--- src/rtl/acc_mac_pkg.sv ---
package acc_mac_pkg;

   localparam logic [6:0] ACC_MAC_OPCODE = 7'b0001011;

   typedef enum logic [2:0] {
      MOP_NONE,
      MOP_CLEAR,
      MOP_RD_LO,
      MOP_RD_HI,
      MOP_MAC_NARROW,
      MOP_MAC_WIDE,
      MOP_ILLEGAL
   } mac_op_e;

endpackage

--- src/rtl/acc_mac_decode.sv ---
module acc_mac_decode
   import acc_mac_pkg::*;
#(
   parameter logic [6:0] OPCODE = ACC_MAC_OPCODE
) (
   input  logic       valid,
   input  logic [6:0] opc,
   input  logic [2:0] fn3,
   input  logic [6:0] fn7,
   output mac_op_e    op,
   output logic       is_signed
);

   logic hit;
   assign hit = valid && (opc == OPCODE);

   always_comb begin
      op        = MOP_NONE;
      is_signed = 1'b0;
      if (hit) begin
         op = MOP_ILLEGAL;
         unique case (fn3)
            3'd0: begin
               if (fn7 == 7'd0)      op = MOP_CLEAR;
               else if (fn7 == 7'd1) op = MOP_RD_LO;
               else if (fn7 == 7'd2) op = MOP_RD_HI;
            end
            3'd1: begin
               if (fn7 <= 7'd1) begin
                  op        = MOP_MAC_NARROW;
                  is_signed = fn7[0];
               end
            end
            3'd2: begin
               if (fn7 <= 7'd1) begin
                  op        = MOP_MAC_WIDE;
                  is_signed = fn7[0];
               end
            end
            default: op = MOP_ILLEGAL;
         endcase
      end
   end

endmodule

--- src/rtl/acc_mac_mult.sv ---
module acc_mac_mult #(
   parameter int XLEN        = 32,
   parameter bit SHARED_MULT = 1'b1,
   localparam int PW         = 2 * XLEN
) (
   input  logic [XLEN-1:0] a,
   input  logic [XLEN-1:0] b,
   input  logic            is_signed,
   output logic [PW-1:0]   prod
);

   if (SHARED_MULT) begin : g_shared
      logic signed [XLEN:0] ext_a, ext_b;
      logic signed [PW-1:0] p_s;
      assign ext_a = {is_signed & a[XLEN-1], a};
      assign ext_b = {is_signed & b[XLEN-1], b};
      assign p_s   = ext_a * ext_b;
      assign prod  = p_s;
   end else begin : g_split
      logic        [PW-1:0] p_u;
      logic signed [PW-1:0] p_s;
      assign p_u  = {{XLEN{1'b0}}, a} * {{XLEN{1'b0}}, b};
      assign p_s  = $signed(a) * $signed(b);
      assign prod = is_signed ? p_s : p_u;
   end

endmodule

--- src/rtl/acc_mac_accum.sv ---
module acc_mac_accum
   import acc_mac_pkg::*;
#(
   parameter int XLEN = 32,
   localparam int AW  = 2 * XLEN
) (
   input  logic          clk,
   input  logic          rst,
   input  mac_op_e       op,
   input  logic [AW-1:0] prod,
   output logic [AW-1:0] acc
);

   logic [AW-1:0]   acc_nxt;
   logic [XLEN-1:0] low_sum;

   assign low_sum = acc[XLEN-1:0] + prod[XLEN-1:0];

   always_comb begin
      acc_nxt = acc;
      case (op)
         MOP_CLEAR:      acc_nxt = '0;
         MOP_MAC_NARROW: acc_nxt = {{XLEN{1'b0}}, low_sum};
         MOP_MAC_WIDE:   acc_nxt = acc + prod;
         default:        acc_nxt = acc;
      endcase
   end

   always_ff @(posedge clk) begin
      if (rst) acc <= '0;
      else     acc <= acc_nxt;
   end

endmodule

--- src/rtl/acc_mac_unit.sv ---
module acc_mac_unit
   import acc_mac_pkg::*;
#(
   parameter int         XLEN        = 32,
   parameter bit         SHARED_MULT = 1'b1,
   parameter logic [6:0] OPCODE      = ACC_MAC_OPCODE,
   localparam int        AW          = 2 * XLEN
) (
   input  logic            clk,
   input  logic            rst,
   input  logic            in_valid,
   input  logic [31:0]     in_instr,
   input  logic [XLEN-1:0] in_opa,
   input  logic [XLEN-1:0] in_opb,
   output logic [XLEN-1:0] out_result,
   output logic            out_wr_en,
   output logic [4:0]      out_rd,
   output logic            out_illegal
);

   if (XLEN < 8 || (XLEN % 8) != 0) begin : g_bad_xlen
      $error("acc_mac_unit: XLEN must be a multiple of 8, at least 8");
   end
   if (OPCODE[1:0] != 2'b11) begin : g_bad_opcode
      $error("acc_mac_unit: OPCODE must have its two low bits set");
   end

   mac_op_e       op;
   logic          is_signed;
   logic [AW-1:0] prod;
   logic [AW-1:0] acc_q;
   logic          is_read;
   logic [4:0]    rd_fld;
   logic          unused_rs_fields;

   assign rd_fld           = in_instr[11:7];
   assign unused_rs_fields = ^in_instr[24:15];

   acc_mac_decode #(.OPCODE(OPCODE)) u_dec (
      .valid     (in_valid),
      .opc       (in_instr[6:0]),
      .fn3       (in_instr[14:12]),
      .fn7       (in_instr[31:25]),
      .op        (op),
      .is_signed (is_signed)
   );

   acc_mac_mult #(.XLEN(XLEN), .SHARED_MULT(SHARED_MULT)) u_mul (
      .a         (in_opa),
      .b         (in_opb),
      .is_signed (is_signed),
      .prod      (prod)
   );

   acc_mac_accum #(.XLEN(XLEN)) u_acc (
      .clk  (clk),
      .rst  (rst),
      .op   (op),
      .prod (prod),
      .acc  (acc_q)
   );

   assign is_read = (op == MOP_RD_LO) || (op == MOP_RD_HI);

   always_ff @(posedge clk) begin
      if (rst) begin
         out_result  <= '0;
         out_wr_en   <= 1'b0;
         out_rd      <= '0;
         out_illegal <= 1'b0;
      end else begin
         out_wr_en   <= is_read && (rd_fld != 5'd0);
         out_illegal <= (op == MOP_ILLEGAL);
         if (is_read) begin
            out_rd     <= rd_fld;
            out_result <= (op == MOP_RD_HI) ? acc_q[AW-1:XLEN] : acc_q[XLEN-1:0];
         end
      end
   end

endmodule

--- config.mk ---
export PLATFORM = sky130hd
export DESIGN_NAME = acc_mac_unit
export DESIGN_NICKNAME = d
export VERILOG_FILES = /design/src/rtl/acc_mac_pkg.sv /design/src/rtl/acc_mac_decode.sv /design/src/rtl/acc_mac_mult.sv /design/src/rtl/acc_mac_accum.sv /design/src/rtl/acc_mac_unit.sv
export SDC_FILE = /design/constraint.sdc
export NUM_CORES = 2
export LEC_CHECK = 0
export ABC_AREA = 1
export BUFFER_PORTS_ARGS = -buffer_cell sky130_fd_sc_hd__buf_2
export CAP_MARGIN = 20
export CORE_UTILIZATION = 55
export DETAILED_ROUTE_END_ITERATION = 16
export HOLD_SLACK_MARGIN = 0.06
export PLACE_DENSITY = 0.8
export SETUP_SLACK_MARGIN = 0.3
export SYNTH_ARGS = -nofsm -noshare
export SYNTH_HDL_FRONTEND = slang
export SYNTH_SLANG_ARGS = --single-unit
--- constraint.sdc ---
create_clock -name clk -period 12.15 [get_ports clk]
set_input_delay 3.0375 -clock clk [delete_from_list [all_inputs] [get_ports clk]]
set_output_delay 3.0375 -clock clk [all_outputs]
set_load 0.01 [all_outputs]
==> flow_summary.yaml <==
synthesis:
  syn_nets: 7584
  synthCells: 6083
  synth_compound_gate_area_share_pct: 6.561
  syn-cell-area_um2: 47100
  synth_top_area_share_pct: 47.86
  synth.area.top_cells: "fa_1 (48%), inv_1 (13%), nand2_1 (13%)"
  synthSimpleGateAreaFrac_pct: 17.84
  synth_top_family_by_area: "adder cells"
  synthMuxAreaShare_pct: 0
  synth.ff_latch_count: 103
  ys_types: 47
  syn_area_per_cell_um2: 7.743
  synth_top_area_cell: "fa_1"
  synthAdderAreaFrac_pct: 55.19
  seq_area_frac_synth_pct: 4.378
  synth_xor_area_share_pct: 1.190
  ys.warnings.count: 0
grt:
  grt_pass1_vias: 43080
  antenna_found_initial: 9
  grt_usage_pct: 33.24
  grt_pass1_wl_um: 225600
  globalRoute.totalOverflow: 0
  grt_start_max_net_pins: 71
floorplan:
  start_util_pct: 55.93
  die_w_um: 294.6
  dieArea_um2: 86810
  core.rowCount: 106
  core_area_um2: 84220
  io_pins: 138
  fp.dieH_um: 294.6
final_layout:
  nFillCells: 7045
  area_delta_synth_final_pct: 12.86
  design_area_um2: 53160
  layout_commonest_cell: "inv_1"
  drive_above_1_share_pct: 13.57
  mostFrequentLayoutCells: "inv_1 (1,574), nand2_1 (1,567), fa_1 (1,112), buf_4 (447), ha_1 (249)"
  fin_nets: 7920
  utilization_pct: 63.12
timing:
  setup_viol: 0
  slew_violations: 0
  rsz0062_at_grt: "yes"
  max_freq_mhz: 86.17
  hold_ws_ns: 0.4900
  max-slew-margin-rel_pct: 33.08
  fin_crit_sh_pct: 95.52
  hold_viol_final: 0
  clock_skew_ns: 0.01133
  final.setup.tns_ns: 0
  fin_crit_ns: 11.61
  worstMarginPinSlew_ns: 1.003
critical_path:
  r2r_cells: 14
  worstSetupEndpointType: "flop"
  cpPeakStageDelay_ns: 0.63
  crit_path_max_fanout: 10
  cp-start-kind: "primary input"
  critPathKind: "primary input to flop"
  crit_top_cell: "fa_1"
  crit_required_ns: 12.38
  worstPathArrival_ns: 11.83
  slowest_stage: "fa_2"
detailed_routing:
  wl_um: 138600
  top_layer: "met5"
  via_per_inst: 5.420
  met1_length_um: 54370
  wl_met3_um: 11830
  dr.pass1.iters: 8
  drc: 0
  wl_per_cell_um: 18.32
  vias: 41000
  drtIter0Drc: 3327
  ant_nets: 0
  met2_length_um: 66900
placed_design:
  hpwlAfterDp_um: 120000
  port_buffers: 127
  place.gp.congestion: 1.010
  placed_cell_area_um2: 51580
clock_tree:
  cts_root_buffer: "clkbuf_16"
  htree_levels: 3
  cts.sinks: 103
  clkLatencyLatePin_ns: 0.37
  clk_pin_slew_worst_paths_ns: 0.09
  clockBufferDepth: 2
  tritoncts: "yes"
  hold_buffers: 0
  cts_buffers: 9
hold_path:
  worstHoldPathCells: 2
  hp-class: "flop to flop"
status:
  outcome: "finished clean"
flow_run:
  maxCapViolCount: 0
## sequential cells by signal (all words and copies together), names as in the netlist
| signal | flops |
|---|---|
| u_acc.acc | 64 |
| out_result | 32 |
| out_rd | 5 |
| out_illegal | 1 |
| out_wr_en | 1 |
## Yosys cell counts, drive strengths merged
library cell and instances:
a211oi 3, a21boi 29, a21o 21, a21oi 233, a221oi 2, a31oi 42
and2 1, and3 6, buf 13, clkbuf 253, dfxtp 103, fa 1126
ha 276, inv 1590, nand2 1588, nand3 132, nand3b 12, nand4 24
nor2 297, nor3 22, nor4 7, o2111ai 2, o211ai 6, o21a 14
o21ai 170, o21bai 21, o311ai 1, or2 25, xnor2 16, xor2 48
## cell families (layout without fill, tap and decap cells)
group / count (synthesis) / in the layout
buffers and inverters: 1856 / 2197
adder cells (fa/ha/maj): 1402 / 1402
XOR/XNOR: 64 / 64
AO/OA/AOI/OAI: 544 / 544
AND/OR/NAND/NOR: 2114 / 2114
other: 0 / 6
flip-flops: 103 / 103
## metal layers
metal  vias up  global-route usage (%)
met5         -                       0
met4         6                   11.86
met3       385                   5.158
met2      2020                   55.59
met1     20310                   43.88
li1      18280                       -
## final timing paths
kind	start	endpoint	slack [ns]
max	in_instr[12]	u_acc.acc[61]	0.54
max reg2reg	u_acc.acc[0]	u_acc.acc[38]	9.23
min reg2reg	u_acc.acc[8]	u_acc.acc[8]	0.49
min	u_acc.acc[8]	u_acc.acc[8]	0.49
## through the flow
step | setup slack (ns) | instances
2_1_floorplan | 0.6992 | 6083
3_3_place_gp | -0.09214 | 7524
3_5_place_dp | -0.2471 | 7524
4_1_cts | 0.3101 | 7542
5_1_grt | 0.1397 | 7563
6_report | 0.5447 | 7564
## final cells by class
cell class | instances | area [um2] | area share [%]
multi-input cells | 4124 | 39080 | 73.52
inverters | 1590 | 5976 | 11.24
repair buffers | 591 | 4305 | 8.099
flip-flops and latches | 103 | 2062 | 3.879
well taps | 1134 | 1419 | 2.669
clock buffers | 9 | 225.2 | 0.4237
clock inverters | 7 | 73.82 | 0.1389
diodes | 6 | 15.01 | 0.02824
## critical path, delay by kind of cell
kind                       cells  cell delay (ns)
xor gates and xnor gates       1             0.12
and+or+nand+nor               20             2.41
buffers and inverters          9             1.23
adders and majority gates     10             4.78
AOI/OAI and AO/OA              2             0.22
## repair_timing
action | 4_1_cts | 5_1_grt
endpoints found under the hold margin | 0 | 0
buffers inserted | 2 | 15
pin swaps | 2 | 60
gates resized for setup | 14 | 269
endpoints found under the setup margin | 12 | 36
gates cloned | 0 | 0
Power is left out: the tool's default activity adds up to more than one toggle a clock period on the data nets, which glitch-free logic cannot reach.
